`src/rtl/wdog_pkg.sv`:
```
package wdog_pkg;
  localparam int AW = 8;

  localparam logic [AW-1:0] A_KEY1  = 8'hB0;
  localparam logic [AW-1:0] A_KEY2  = 8'hB4;
  localparam logic [AW-1:0] A_CTRL  = 8'hB8;
  localparam logic [AW-1:0] A_MATCH = 8'hBC;
  localparam logic [AW-1:0] A_STAT  = 8'hC0;
  localparam logic [AW-1:0] A_ICLR  = 8'hC4;
  localparam logic [AW-1:0] A_CCLR  = 8'hC8;
  localparam logic [AW-1:0] A_CVAL  = 8'hCC;

  typedef enum logic [1:0] {LK_IDLE, LK_HALF, LK_OPEN} lock_e;

  // Addresses whose writes need the unlock sequence.
  function automatic logic is_prot(input logic [AW-1:0] a);
    return (a == A_CTRL) || (a == A_MATCH) || (a == A_STAT) ||
           (a == A_ICLR) || (a == A_CCLR);
  endfunction

  // Saturate a requested compare value at the largest usable timeout.
  function automatic logic [15:0] clamp_match(input logic [15:0] v,
                                              input logic [15:0] lim);
    return (v > lim) ? lim : v;
  endfunction
endpackage

```
`src/rtl/wdog_unlock.sv`:
```
module wdog_unlock
  import wdog_pkg::*;
#(
  parameter int          DW    = 16,
  parameter logic [DW-1:0] KEY_A = 16'hBABA,
  parameter logic [DW-1:0] KEY_B = 16'hEB10
) (
  input  logic          clk,
  input  logic          rst_n,
  input  logic          we,
  input  logic [AW-1:0] addr,
  input  logic [DW-1:0] wdata,
  output logic          grant
);
  lock_e st;

  assign grant = we && (st == LK_OPEN) && is_prot(addr);

  always_ff @(posedge clk or negedge rst_n) begin
    if (!rst_n) begin
      st <= LK_IDLE;
    end else if (we) begin
      if (addr == A_KEY1 && wdata == KEY_A)
        st <= LK_HALF;
      else if (addr == A_KEY2 && wdata == KEY_B && st == LK_HALF)
        st <= LK_OPEN;
      else
        st <= LK_IDLE;
    end
  end

  AST_SINGLE_USE: assert property (@(posedge clk) disable iff (!rst_n)
    grant |=> (st != LK_OPEN));
  AST_OPEN_AFTER_HALF: assert property (@(posedge clk) disable iff (!rst_n)
    (st == LK_OPEN && $past(st) != LK_OPEN) |-> $past(st) == LK_HALF);
endmodule

```
`src/rtl/wdog_counter.sv`:
```
module wdog_counter #(
  parameter int W = 16
) (
  input  logic         clk,
  input  logic         rst_n,
  input  logic         run,
  input  logic         tick,
  input  logic         clr,
  input  logic [W-1:0] match,
  output logic [W-1:0] cnt,
  output logic         hit
);
  logic [W-1:0] nxt;

  assign nxt = cnt + 1'b1;
  assign hit = run && tick && !clr && (nxt == match);

  always_ff @(posedge clk or negedge rst_n) begin
    if (!rst_n)          cnt <= '0;
    else if (clr)        cnt <= '0;
    else if (run && tick) cnt <= nxt;
  end

  AST_CLEAR_ZERO: assert property (@(posedge clk) disable iff (!rst_n)
    clr |=> (cnt == '0));
  AST_HOLD_STOPPED: assert property (@(posedge clk) disable iff (!rst_n)
    (!run && !clr) |=> $stable(cnt));
endmodule

```
`src/rtl/wdog_pulse.sv`:
```
module wdog_pulse #(
  parameter int LEN = 4
) (
  input  logic clk,
  input  logic rst_n,
  input  logic fire,
  output logic pulse
);
  localparam int PW = $clog2(LEN + 1);
  localparam logic [PW-1:0] LEN_V = PW'(LEN);

  logic [PW-1:0] left;

  assign pulse = (left != '0);

  always_ff @(posedge clk or negedge rst_n) begin
    if (!rst_n)             left <= '0;
    else if (fire && !pulse) left <= LEN_V;
    else if (pulse)         left <= left - 1'b1;
  end

  AST_PULSE_START: assert property (@(posedge clk) disable iff (!rst_n)
    (fire && !pulse) |=> pulse);
endmodule

```
`src/rtl/wdog_top.sv`:
```
module wdog_top
  import wdog_pkg::*;
#(
  parameter int            DW        = 16,
  parameter logic [DW-1:0] KEY_A     = 16'hBABA,
  parameter logic [DW-1:0] KEY_B     = 16'hEB10,
  parameter logic [DW-1:0] MATCH_MAX = 16'hFF00,
  parameter int            RST_PULSE = 4
) (
  input  logic          clk,
  input  logic          por_n,
  input  logic          sys_rst_n,
  input  logic [7:0]    bus_addr,
  input  logic          bus_we,
  input  logic [DW-1:0] bus_wdata,
  output logic [DW-1:0] bus_rdata,
  input  logic          tick_en,
  output logic          irq,
  output logic          rst_req
);
  logic          rst_n;
  logic          grant;
  logic          wr_ctrl, wr_match, wr_stat, wr_iclr, wr_cclr;
  logic [1:0]    en_q;
  logic [DW-1:0] match_q;
  logic [DW-1:0] cnt;
  logic          hit;
  logic          fire;
  logic          irq_q;
  logic          cause_q;

  assign rst_n = por_n & sys_rst_n;

  wdog_unlock #(.DW(DW), .KEY_A(KEY_A), .KEY_B(KEY_B)) u_lock (
    .clk(clk), .rst_n(rst_n), .we(bus_we), .addr(bus_addr),
    .wdata(bus_wdata), .grant(grant)
  );

  assign wr_ctrl  = grant && bus_addr == A_CTRL;
  assign wr_match = grant && bus_addr == A_MATCH;
  assign wr_stat  = grant && bus_addr == A_STAT;
  assign wr_iclr  = grant && bus_addr == A_ICLR && bus_wdata[0];
  assign wr_cclr  = grant && bus_addr == A_CCLR && bus_wdata[0];

  always_ff @(posedge clk or negedge rst_n) begin
    if (!rst_n) begin
      en_q    <= '0;
      match_q <= MATCH_MAX;
    end else begin
      if (wr_ctrl)  en_q    <= bus_wdata[1:0];
      if (wr_match) match_q <= clamp_match(bus_wdata, MATCH_MAX);
    end
  end

  wdog_counter #(.W(DW)) u_cnt (
    .clk(clk), .rst_n(rst_n), .run(en_q[0]), .tick(tick_en),
    .clr(wr_cclr), .match(match_q), .cnt(cnt), .hit(hit)
  );

  assign fire = hit && en_q[1];

  wdog_pulse #(.LEN(RST_PULSE)) u_pulse (
    .clk(clk), .rst_n(rst_n), .fire(fire), .pulse(rst_req)
  );

  always_ff @(posedge clk or negedge rst_n) begin
    if (!rst_n)       irq_q <= 1'b0;
    else if (hit)     irq_q <= 1'b1;
    else if (wr_iclr) irq_q <= 1'b0;
  end

  // Reset cause lives in the power-on domain only.
  always_ff @(posedge clk or negedge por_n) begin
    if (!por_n)                        cause_q <= 1'b0;
    else if (fire)                     cause_q <= 1'b1;
    else if (wr_stat && !bus_wdata[0]) cause_q <= 1'b0;
  end

  assign irq = irq_q;

  always_comb begin
    bus_rdata = '0;
    case (bus_addr)
      A_CTRL:  bus_rdata[1:0] = en_q;
      A_MATCH: bus_rdata      = match_q;
      A_STAT:  bus_rdata[1:0] = {irq_q, cause_q};
      A_CVAL:  bus_rdata      = cnt;
      default: bus_rdata      = '0;
    endcase
  end

  AST_MATCH_LIMIT: assert property (@(posedge clk) disable iff (!rst_n)
    match_q <= MATCH_MAX);
  AST_MATCH_LOCKED: assert property (@(posedge clk) disable iff (!rst_n)
    !wr_match |=> $stable(match_q));
  AST_IRQ_LEVEL: assert property (@(posedge clk) disable iff (!rst_n)
    (irq_q && !wr_iclr) |=> irq_q);
  AST_RST_NEEDS_ARM: assert property (@(posedge clk) disable iff (!rst_n)
    $rose(rst_req) |-> $past(en_q[1]));
  AST_CAUSE_WITH_RST: assert property (@(posedge clk) disable iff (!rst_n)
    $rose(rst_req) |-> cause_q);
endmodule

```
`config.mk`:
```
export PLATFORM = sky130hd
export DESIGN_NAME = wdog_top
export DESIGN_NICKNAME = d
export VERILOG_FILES = /design/src/rtl/wdog_pkg.sv /design/src/rtl/wdog_unlock.sv /design/src/rtl/wdog_counter.sv /design/src/rtl/wdog_pulse.sv /design/src/rtl/wdog_top.sv
export SDC_FILE = /design/constraint.sdc
export NUM_CORES = 1
export LEC_CHECK = 0
export BUFFER_PORTS_ARGS = -buffer_cell sky130_fd_sc_hd__buf_4
export CAP_MARGIN = 20
export CORE_MARGIN = 3
export CORE_UTILIZATION = 50
export CTS_CLUSTER_DIAMETER = 100
export DETAILED_ROUTE_END_ITERATION = 8
export PLACE_DENSITY = 0.74
export SYNTH_ARGS = -nofsm -noshare
export SYNTH_HDL_FRONTEND = slang
export SYNTH_SLANG_ARGS = --single-unit
```
`constraint.sdc`:
```
create_clock -name clk -period 2.55 [get_ports clk]
set_input_delay 0.3825 -clock clk [delete_from_list [all_inputs] [get_ports clk]]
set_output_delay 0.3825 -clock clk [all_outputs]
set_load 0.01 [all_outputs]
```
=== Yosys cells after proc, flatten, opt, wreduce, memory -nomap -nowiden ===
Index checks and enable logic that the tools add are counted.

* Bits in registers: 41
* Bits of input ports: 29
* Output and inout bits: 18

* Add/sub/neg operators: 2
* Order comparisons: 1
* Equality and inequality tests: 13
* Muxes and demuxes: 13
* Bitwise logic cells: 1
* Reductions and logical operators: 30

{| class="wikitable"
|+ Operators by type and width
! cell !! count
|-
| $eq 8x8->1 const B || 8
|-
| $mux 16 || 3
|-
| $eq 16x16->1 const B || 2
|-
| $pmux 14 s2 || 1
|-
| $logic_and 1x1->1 || 18
|-
| $add 16x1->16 const B || 1
|-
| $eq 16x16->1 || 1
|-
| $gt 16x16->1 const B || 1
|-
| $pmux 2 s4 || 1
|-
| $reduce_bool 2->1 || 4
|-
| $mux 3 || 2
|-
| $logic_or 1x1->1 || 4
|-
| $mux 1 || 4
|-
| $mux 2 || 2
|-
| $logic_not 1->1 || 3
|-
| $reduce_bool 3->1 || 1
|-
| $sub 3x1->3 const B || 1
|-
| $eq 2x1->1 const B || 1
|-
| $eq 2x2->1 const B || 1
|-
| $and 1x1->1 || 1
|}

=== Longest topological paths before layout ===
Gate-level depths: netlist of run 1.

* Depth in word-level cells: 14
* Depth in mapped cells: 9

=== Cells and area by module ===
A second synthesis of run 1 with hierarchy kept.

* Cells, all modules: 301
* Area total of the unflattened synthesis: 2909.0 um2

{| class="wikitable"
|+ By module, submodules not included
! module !! instances !! cells an instance !! area an instance (um2) !! sequential area each (um2)
|-
| wdog_counter || 1 || 162 || 1318.8 || 400.4
|-
| wdog_top || 1 || 101 || 1193.6 || 510.5
|-
| wdog_unlock || 1 || 23 || 219.0 || 50.0
|-
| wdog_pulse || 1 || 15 || 177.7 || 75.1
|}

=== Worst setup path after synthesis of run 1 ===
OpenSTA, ideal clock, no wires.

* Path type: reg-to-reg
* Start: reg u_cnt.cnt[0]
* End: reg u_pulse.left[0]
* Arrival time: 2.566 ns
* Path slack: -0.136 ns
* Stages on the path, launching flop included: 10
* Buffers on the path: 1
* Clock period less this slack: 2.686 ns
* Cells stage by stage: dfrtp_1 > ha_1 > and4_1 > buf_2 > nand4_1 > a211o_1 > nand2_1 > nand4_2 > or4b_4 > a41o_1

* Cells in the longest elaborated chain, start to end: 6

{| class="wikitable"
|+ RTL lines
! what !! RTL line !! text
|-
| start, declared || wdog_counter.sv:10 || <nowiki>output logic [W-1:0] cnt,</nowiki>
|-
| start signal, assigned || wdog_counter.sv:21 || <nowiki>else if (run && tick) cnt <= nxt;</nowiki>
|-
| $add 16x1->16 * || wdog_counter.sv:15 || <nowiki>assign nxt = cnt + 1'b1;</nowiki>
|-
| $eq 16x16->1 * || wdog_counter.sv:16 || <nowiki>assign hit = run && tick && !clr && (nxt == match);</nowiki>
|-
| $logic_and 1x1->1 * || wdog_counter.sv:16 ||
|-
| $logic_and 1x1->1 * || wdog_top.sv:60 || <nowiki>assign fire = hit && en_q[1];</nowiki>
|-
| $logic_and 1x1->1 * || wdog_pulse.sv:18 || <nowiki>else if (fire && !pulse) left <= LEN_V;</nowiki>
|-
| $mux 3 / $reduce_bool 2->1 (equally long branches) || -- ||
|-
| end signal, assigned || wdog_pulse.sv:19 || <nowiki>else if (pulse) left <= left - 1'b1;</nowiki>
|-
| end, declared || wdog_pulse.sv:12 || <nowiki>logic [PW-1:0] left;</nowiki>
|}

Every way passes the cells marked *; elsewhere a longest branch is shown, timed or not.
A chain may end at the register's enable or synchronous reset.

=== Worst setup path in the final report of run 1 ===
* Start: reg u_cnt.cnt[1]
* End: reg u_pulse.left[0]

Same word-level chain as after synthesis.

==> flow_summary.html, run 1 <==
<table>
<tr><th>Metric</th><th>Value</th></tr>
<tr><th colspan="2">Status</th></tr>
<tr><td>Run status</td><td>finished, final reports clean</td></tr>
<tr><th colspan="2">Placement</th></tr>
<tr><td>Detail Placement HPWL</td><td>5420 um</td></tr>
<tr><td>GP Congestion</td><td>0.928</td></tr>
<tr><td>Count of buffers inserted at the top-level ports</td><td>46</td></tr>
<tr><th colspan="2">Worst setup path</th></tr>
<tr><td>Nature of the critical path endpoint</td><td>flop</td></tr>
<tr><td>Startpoint-to-endpoint class of the critical path</td><td>reg -&gt; reg</td></tr>
<tr><td>Worst Path Required</td><td>2.74 ns</td></tr>
<tr><td>Startpoint kind of the worst setup timing path</td><td>flop</td></tr>
<tr><td>Crit path DAT</td><td>2.73 ns</td></tr>
<tr><td>Longest individual stage delay on the worst path</td><td>0.53 ns</td></tr>
<tr><td>Crit Path Max Fanout</td><td>5</td></tr>
<tr><td>Cell type of the slowest stage on the worst timing path</td><td>sky130_fd_sc_hd__or4b_4</td></tr>
<tr><td>Critical path cell sequence</td><td>ha_4, nand4_1, nor4_4, xnor2_1, o21ai_1, nand4b_1, or4b_4, a41o_1</td></tr>
<tr><th colspan="2">Synth</th></tr>
<tr><td>Count of state elements after synthesis</td><td>41</td></tr>
<tr><td>Synth Warn #</td><td>0</td></tr>
<tr><td>Top cells by count, synth</td><td>sky130_fd_sc_hd__nand2_1 (49), sky130_fd_sc_hd__dfrtp_1 (33), sky130_fd_sc_hd__nor2_1 (33)</td></tr>
<tr><td>Top-count cell post-synth</td><td>sky130_fd_sc_hd__nand2_1</td></tr>
<tr><td>Post-synth top area share</td><td>0.304</td></tr>
<tr><td>Mean post-synth cell area</td><td>8.69 um2</td></tr>
<tr><td>Dominant synthesized flop cell</td><td>sky130_fd_sc_hd__dfrtp_1</td></tr>
<tr><td>Share of the yosys chip area belonging to registers</td><td>0.381</td></tr>
<tr><td>Gate count of the mapped netlist</td><td>313</td></tr>
<tr><td>Total standard cell area after synthesis</td><td>2720 um2</td></tr>
<tr><td>Share of async-settable or async-resettable flops after synthesis</td><td>1.00</td></tr>
<tr><td>Synth unique cells</td><td>53</td></tr>
<tr><td>Count of flip-flops with a built-in enable after synthesis</td><td>0</td></tr>
<tr><td>Number of nets in the synthesized netlist</td><td>345</td></tr>
<tr><td>Cell accounting for the most synthesized area</td><td>sky130_fd_sc_hd__dfrtp_1</td></tr>
<tr><td>Synth top area cells</td><td>sky130_fd_sc_hd__dfrtp_1 (30%), sky130_fd_sc_hd__xnor2_1 (8.0%), sky130_fd_sc_hd__dfstp_2 (7.7%)</td></tr>
<tr><th colspan="2">GRT</th></tr>
<tr><td>Sum of overflow across all layers after global routing</td><td>0</td></tr>
<tr><td>GRT Util Overall</td><td>0.245</td></tr>
<tr><td>Global-route wire length before repair</td><td>12200 um</td></tr>
<tr><td>Met3 routing resource usage after global routing</td><td>0.0237</td></tr>
<tr><td>Peak-usage layer in the global routing report</td><td>met2</td></tr>
<tr><td>Vias in the first global route</td><td>2542</td></tr>
<tr><td>Global Route met2 Usage</td><td>0.413</td></tr>
<tr><td>Met1 track utilization from global routing</td><td>0.330</td></tr>
<tr><td>Initial antenna violation count</td><td>0</td></tr>
<tr><td>Pin count of the biggest net entering global routing</td><td>19</td></tr>
<tr><th colspan="2">Timing</th></tr>
<tr><td>Setup TNS</td><td>0 ns</td></tr>
<tr><td>Final number of setup-violating endpoints</td><td>0</td></tr>
<tr><td>Headroom to the max-slew limit</td><td>0.685</td></tr>
<tr><td>RSZ-0062 raised after global routing</td><td>yes</td></tr>
<tr><td>Number of pins exceeding their max-slew limit in the final report</td><td>0</td></tr>
<tr><td>Clock tree skew after final layout</td><td>0.00490 ns</td></tr>
<tr><td>Share of the clock period used by the worst path after layout</td><td>0.995</td></tr>
<tr><td>Number of endpoints with negative hold slack in the final report</td><td>0</td></tr>
<tr><td>Fin crit period</td><td>2.54 ns</td></tr>
<tr><td>Maximum achievable frequency</td><td>394 MHz</td></tr>
<tr><td>Actual transition at the worst max-transition pin</td><td>0.469 ns</td></tr>
<tr><th colspan="2">Final layout</th></tr>
<tr><td>Utilization after layout</td><td>0.684</td></tr>
<tr><td>Nets</td><td>409</td></tr>
<tr><td>Number of diodes</td><td>0</td></tr>
<tr><td>Relative area change from synthesis to final layout</td><td>30.1%</td></tr>
<tr><td>Fraction of final layout cells with drive strength greater than 1</td><td>0.304</td></tr>
<tr><th colspan="2">Routing</th></tr>
<tr><td>Final antenna-violating net count</td><td>0</td></tr>
<tr><td>Detail-routed net length per standard cell</td><td>16.2 um</td></tr>
<tr><td>DRC violations left</td><td>0</td></tr>
<tr><td>Vias</td><td>2569</td></tr>
<tr><td>Violation count after the first detailed-routing iteration</td><td>157</td></tr>
<tr><td>Final routed wirelength across all metal layers</td><td>7270 um</td></tr>
<tr><td>Detailed-routing iteration count for the pre-antenna-repair pass</td><td>4</td></tr>
<tr><td>Routed via count divided by cell count</td><td>5.73</td></tr>
<tr><th colspan="2">Floorplan</th></tr>
<tr><td>Std cell rows</td><td>26</td></tr>
<tr><td>Floorplan die area</td><td>6360 um2</td></tr>
<tr><td>Starting density of the core</td><td>0.526</td></tr>
<tr><td>Chip Width</td><td>79.8 um</td></tr>
<tr><td>Core Footprint</td><td>5170 um2</td></tr>
<tr><td>Die extent in y</td><td>79.8 um</td></tr>
<tr><td>Top-level I/O count</td><td>47</td></tr>
<tr><th colspan="2">Clock tree</th></tr>
<tr><td>Number of buffers created by CTS</td><td>5</td></tr>
<tr><td>Insertion delay of the later-clocked pin in the worst-skew pair</td><td>0.30 ns</td></tr>
<tr><td>Maximum buffer depth of the clock tree</td><td>2</td></tr>
<tr><td>Number of clock sinks</td><td>41</td></tr>
<tr><td>TritonCTS clock tree</td><td>done</td></tr>
<tr><td>Root buffer selected by CTS</td><td>sky130_fd_sc_hd__clkbuf_8</td></tr>
<tr><td>Deepest level of the CTS H-tree</td><td>2</td></tr>
<tr><td>Clock-pin slew on the worst setup and hold paths</td><td>0.08 ns</td></tr>
<tr><th colspan="2">Power and ir drop</th></tr>
<tr><td>Max rail drop VDD</td><td>0.338 mV</td></tr>
<tr><td>Leakage dissipation</td><td>1.65 nW</td></tr>
<tr><td>Pwr Density</td><td>386 nW/um2</td></tr>
<tr><th colspan="2">Min path</th></tr>
<tr><td>Hold Path Class</td><td>in -&gt; async</td></tr>
<tr><th colspan="2">Flow run</th></tr>
<tr><td>Max-cap check violation count</td><td>0</td></tr>
</table>
-- cell usage in the layout (no fill, tap or decap), drive strengths merged, types with 3 or more instances in the layout --
master,Yosys,routed
o31ai,4,4
mux2i,4,4
mux2,3,3
dfrtp,33,33
dfstp,8,8
nor3,10,10
nor2,33,33
inv,6,7
nand3,19,19
ha,3,3
buf,9,80
a22o,17,17
o21ai,3,3
nand4,12,12
and2,3,3
nand2,49,49
nor2b,3,3
clkbuf,15,5
nor4,5,5
xor2,13,13
xnor2,25,25
-- routing by layer --
metal / wire, um / vias to the layer above
li1: - / 1230
met1: 3200 / 1244
met2: 3490 / 82
met3: 443 / 13
met4: 132 / 0
met5: 0 / -
-- cell families after synthesis --
family	synth area share
flip-flops	0.381
adder cells (fa/ha/maj)	0.0138
AND/OR/NAND/NOR	0.291
AO/OA/AOI/OAI	0.119
multiplexers	0.0271
buffers and inverters	0.0465
XOR/XNOR	0.122
-- timing repair --
action / in CTS / in global routing
cloned: 0 / 0
resized for setup: 3 / 13
hold endpoints to repair: 1 / 0
setup endpoints to repair: 2 / 3
pin swaps: 4 / 8
hold buffers: 1 / 0
buffers inserted: 2 / 2
-- worst paths after layout --
kind / startpoint / end / slack, ns / cells after the start
worst max-delay path: u_cnt.cnt[1] / u_pulse.left[0] / 0.01 / 8
worst min-delay path: sys_rst_n / match_q[3] / 0.07 / 2
worst max register to register: u_cnt.cnt[1] / u_pulse.left[0] / 0.01 / 8
worst min register to register: match_q[15] / match_q[15] / 0.48 / 2
max in group asynchronous: por_n / match_q[12] / 1.34 / 4
min in group clk: bus_wdata[13] / match_q[13] / 0.28 / 3
-- through the flow --
| step | setup slack, ns | power, mW | std cells | hold WS [ns] | cell area (um2) |
|---|---|---|---|---|---|
| after floorplan | 0.000304 | 0.686 | 313 | 0.0869 | 2730 |
| after global placement | 0.0796 | 0.737 | 435 | 0.162 | 3290 |
| after detailed placement | 0.0139 | 0.738 | 435 | 0.163 | 3290 |
| after CTS | 0.00254 | 1.38 | 446 | 0.0637 | 3480 |
| after global routing | -0.0994 | 1.41 | 448 | 0.0736 | 3540 |
| final | 0.0132 | 1.36 | 448 | 0.0689 | 3540 |
-- flip-flops by register name, summed over array words and instances (netlist names) --
signal        cells
en_q              2
u_pulse.left      3
match_q          16
u_cnt.cnt        16
u_lock.st         2
cause_q           1
irq               1
-- critical path, delay by kind of cell (launching register included) --
family                     cells  cell delay (ns)
xor gates and xnor gates       1             0.20
adders and majority gates      1             0.18
and+or+nand+nor                4             1.29
AOI/OAI and AO/OA              2             0.35
DFF                            1             0.42
-- cell type report --
class                   count  area [um2]
clock buffers               5        68.8
clock inverters             3        68.8
multi-input cells         242        1630
flip-flops and latches     41        1040
inverters                   6        22.5
well taps                  70        87.6
fillers                   421        1630
repair buffers             81         618
-- power by group --
part / switching, mW / leakage [nW] / internal [mW] / total, mW
sequential: 0.00000000209 / 0.537 / 0.650 / 0.650
combinational: 0.0387 / 1.04 / 0.0376 / 0.0763
clock: 0.244 / 0.0687 / 0.394 / 0.638
total: 0.282 / 1.65 / 1.08 / 1.36
(Power assumes the default switching activity.)
==> run 2: changes to the inputs <==
Settings changed: GPL_ROUTABILITY_DRIVEN from default to 0, PLACE_DENSITY 0.74 to 0.71.
Clock period 2.55 ns to 3.3 ns, I/O delays scaled along.
==> run 2 against run 1 <==
Against the previous run:
- power down 28%
- routed wire length down 8.7%
- global-route usage down 1.9 points
- final area down 9.5%
- utilization down 6.5 points
- maximum frequency down 16%
- clock-buffer cell count up 1
- critical endpoint unchanged
- setup slack better by 0.28 ns
- non-clock buffer count down 31
==> flow_summary.html, run 2 (synthesized netlist as in run 1, its figures left out) <==
<table>
<tr><th>Metric</th><th>Value</th></tr>
<tr><th colspan="2">Status</th></tr>
<tr><td>Run status</td><td>finished, final reports clean</td></tr>
<tr><th colspan="2">Final layout</th></tr>
<tr><td>Fraction of final layout cells with drive strength greater than 1</td><td>0.216 (-0.0881)</td></tr>
<tr><td>Number of diodes</td><td>0 (unchanged)</td></tr>
<tr><td>Nets</td><td>378 (-7.6%)</td></tr>
<tr><td>Utilization after layout</td><td>0.619 (-0.0648)</td></tr>
<tr><td>Relative area change from synthesis to final layout</td><td>17.8%</td></tr>
<tr><td>Highest-count cells in the layout ignoring fill and taps</td><td>sky130_fd_sc_hd__nand2_1 (49), sky130_fd_sc_hd__buf_4 (49), sky130_fd_sc_hd__nor2_1 (33), sky130_fd_sc_hd__dfrtp_1 (33), sky130_fd_sc_hd__xnor2_1 (25)</td></tr>
<tr><td>Biggest regs</td><td>match_q: 16 flops, u_cnt.cnt: 16 flops, u_pulse.left: 3 flops</td></tr>
<tr><td>Post-Layout Cell Count</td><td>417 (-6.9%)</td></tr>
<tr><td>Filler cell count</td><td>472 (+12%)</td></tr>
<tr><th colspan="2">Worst setup path</th></tr>
<tr><td>Crit path DAT</td><td>3.20 ns (+0.47 ns)</td></tr>
<tr><td>Worst Path Required</td><td>3.50 ns (+0.76 ns)</td></tr>
<tr><td>Top delay family on crit path</td><td>simple AND/OR/NAND/NOR gates</td></tr>
<tr><td>Crit Path Max Fanout</td><td>7 (+2)</td></tr>
<tr><td>Startpoint kind of the worst setup timing path</td><td>flop</td></tr>
<tr><td>WP buf/inv</td><td>0 (unchanged)</td></tr>
<tr><td>Cell type of the slowest stage on the worst timing path</td><td>sky130_fd_sc_hd__or4b_4</td></tr>
<tr><td>Startpoint-to-endpoint class of the critical path</td><td>reg -&gt; reg</td></tr>
<tr><td>Critical path cell sequence</td><td>ha_1, and4_1, nand4_1, a211o_1, nand2_1, nand4_2, or4b_4, a41o_1</td></tr>
<tr><td>Nature of the critical path endpoint</td><td>flop</td></tr>
<tr><td>Longest individual stage delay on the worst path</td><td>0.58 ns (+0.05 ns)</td></tr>
<tr><th colspan="2">Routing</th></tr>
<tr><td>Final antenna-violating net count</td><td>0 (unchanged)</td></tr>
<tr><td>Detailed-routing iteration count for the pre-antenna-repair pass</td><td>4 (unchanged)</td></tr>
<tr><td>Final routed wirelength across all metal layers</td><td>6640 um (-8.7%)</td></tr>
<tr><td>Violation count after the first detailed-routing iteration</td><td>129 (-18%)</td></tr>
<tr><td>Routed via count divided by cell count</td><td>5.73 (about the same)</td></tr>
<tr><td>Detail-routed net length per standard cell</td><td>15.9 um (-1.9%)</td></tr>
<tr><td>DRC violations left</td><td>0 (unchanged)</td></tr>
<tr><td>Vias</td><td>2391 (-6.9%)</td></tr>
<tr><th colspan="2">GRT</th></tr>
<tr><td>Global-route wire length before repair</td><td>11200 um (-8.2%)</td></tr>
<tr><td>Pin count of the biggest net entering global routing</td><td>41 (+22)</td></tr>
<tr><td>GRT Util Overall</td><td>0.225 (-0.0194)</td></tr>
<tr><td>Vias in the first global route</td><td>2335 (-8.1%)</td></tr>
<tr><td>Initial antenna violation count</td><td>0 (unchanged)</td></tr>
<tr><td>Sum of overflow across all layers after global routing</td><td>0 (unchanged)</td></tr>
<tr><th colspan="2">Flow run</th></tr>
<tr><td>Max-cap check violation count</td><td>0 (unchanged)</td></tr>
<tr><th colspan="2">Power and ir drop</th></tr>
<tr><td>Pwr Density</td><td>309 nW/um2 (-20%)</td></tr>
<tr><td>Design Power</td><td>0.988 mW (-28%)</td></tr>
<tr><td>Max rail drop VDD</td><td>0.237 mV (-30%)</td></tr>
<tr><td>Leakage dissipation</td><td>1.42 nW (-14%)</td></tr>
<tr><th colspan="2">Clock tree</th></tr>
<tr><td>Clock-pin slew on the worst setup and hold paths</td><td>0.09 ns (about the same)</td></tr>
<tr><td>Number of buffers created by CTS</td><td>5 (unchanged)</td></tr>
<tr><td>TritonCTS clock tree</td><td>done</td></tr>
<tr><td>Insertion delay of the later-clocked pin in the worst-skew pair</td><td>0.30 ns (about the same)</td></tr>
<tr><td>Maximum buffer depth of the clock tree</td><td>2 (unchanged)</td></tr>
<tr><td>Number of gates resized after CTS</td><td>0 (-3)</td></tr>
<tr><td>Root buffer selected by CTS</td><td>sky130_fd_sc_hd__clkbuf_8</td></tr>
<tr><td>Deepest level of the CTS H-tree</td><td>2 (unchanged)</td></tr>
<tr><td>Number of clock sinks</td><td>41 (unchanged)</td></tr>
<tr><th colspan="2">Timing</th></tr>
<tr><td>Number of pins exceeding their max-slew limit in the final report</td><td>0 (unchanged)</td></tr>
<tr><td>Clock tree skew after final layout</td><td>0.0129 ns (+0.00804 ns)</td></tr>
<tr><td>Final setup margin</td><td>0.297 ns (+0.284 ns)</td></tr>
<tr><td>Number of endpoints with negative hold slack in the final report</td><td>0 (unchanged)</td></tr>
<tr><td>Fin crit period</td><td>3.00 ns (+0.466 ns)</td></tr>
<tr><td>Headroom to the max-slew limit</td><td>0.389 (-0.296)</td></tr>
<tr><td>Setup TNS</td><td>0 ns (unchanged)</td></tr>
<tr><td>Final number of setup-violating endpoints</td><td>0 (unchanged)</td></tr>
<tr><td>RSZ-0062 raised after global routing</td><td>no</td></tr>
<tr><td>Actual transition at the worst max-transition pin</td><td>0.916 ns (+0.447 ns)</td></tr>
<tr><td>Maximum achievable frequency</td><td>333 MHz (-16%)</td></tr>
<tr><td>Share of the clock period used by the worst path after layout</td><td>0.910 (-0.0850)</td></tr>
<tr><th colspan="2">Placement</th></tr>
<tr><td>Count of buffers inserted at the top-level ports</td><td>46 (unchanged)</td></tr>
<tr><td>Detail Placement HPWL</td><td>4990 um (-7.9%)</td></tr>
<tr><td>Worst-case setup slack after placement</td><td>0.342 ns (+0.329 ns)</td></tr>
<tr><td>Number of placed instances, taps included</td><td>408 (-6.2%)</td></tr>
<tr><th colspan="2">Floorplan</th></tr>
<tr><td>Die extent in y</td><td>79.8 um (unchanged)</td></tr>
<tr><td>Core Footprint</td><td>5170 um2 (unchanged)</td></tr>
<tr><td>Top-level I/O count</td><td>47 (unchanged)</td></tr>
<tr><td>Starting density of the core</td><td>0.526 (unchanged)</td></tr>
<tr><td>Chip Width</td><td>79.8 um (unchanged)</td></tr>
<tr><td>Std cell rows</td><td>26 (unchanged)</td></tr>
<tr><td>Floorplan die area</td><td>6360 um2 (unchanged)</td></tr>
<tr><th colspan="2">Min path</th></tr>
<tr><td>Hold Path Class</td><td>in -&gt; reg</td></tr>
</table>
==> run 2: changes by cell type in the layout (fill, tap and decap cells not counted), sizes merged <==
cell | before | now
inv | 7 | 6
buf | 80 | 49
clkbuf | 5 | 6
bufinv | 2 | 1
clkinvlp | 0 | 1
==> run 2: layout make-up <==
class | instances | area (um2) | area share
tap | 70 | 87.6 | 0.0273
multi-input combinational | 242 | 1560 | 0.487
timing repair buffer | 50 | 378 | 0.118
clock inverter | 2 | 37.5 | 0.0117
clock buffer | 6 | 82.6 | 0.0258
sequential | 41 | 1040 | 0.323
inverter | 6 | 22.5 | 0.00703
==> run 2: stage by stage <==
stage / area (um2) / hold WS, ns
after floorplan: 2720 / 0.199
after global placement: 3070 / 0.274
after detailed placement: 3070 / 0.275
after CTS: 3200 / 0.397
after global routing: 3200 / 0.404
final: 3200 / 0.396
==> run 2: worst paths after layout <==
kind                               from              end  slack (ns)  cells past startpoint
min reg2reg                 match_q[12]      match_q[12]        0.48                      2
min                        bus_wdata[9]       match_q[9]        0.40                      3
max in group asynchronous         por_n       match_q[4]        1.71                      3
max                        u_cnt.cnt[0]  u_pulse.left[0]        0.30                      8
max reg2reg                u_cnt.cnt[0]  u_pulse.left[0]        0.30                      8
min in group asynchronous     sys_rst_n  u_pulse.left[2]        0.44                      2
==> run 2: worst register-to-register path: stages, from the launching register on <==
cell                      delay [ns]
sky130_fd_sc_hd__dfrtp_1        0.51
sky130_fd_sc_hd__ha_1           0.31
sky130_fd_sc_hd__and4_1         0.36
sky130_fd_sc_hd__nand4_1        0.31
sky130_fd_sc_hd__a211o_1        0.36
sky130_fd_sc_hd__nand2_1        0.08
sky130_fd_sc_hd__nand4_2        0.12
sky130_fd_sc_hd__or4b_4         0.58
sky130_fd_sc_hd__a41o_1         0.26
==> run 2: power breakdown <==
group | internal (mW) | switching [mW]
combinational | 0.0273 | 0.0299
sequential | 0.502 | 0.00000000165
clock | 0.246 | 0.183
==> run 2: repair_timing <==
item,4_1_cts,5_1_grt
hold buffers,1,0
hold endpoints to repair,1,0
buffers inserted,0,0
==> run 2: routing by layer <==
metal  share of wire  track usage  vias to the layer above
met4          0.0081       0.0557                        0
met1            0.47        0.319                     1148
li1                -            -                     1168
met5               0            0                        -
met3           0.057       0.0406                        7
met2            0.47        0.357                       68
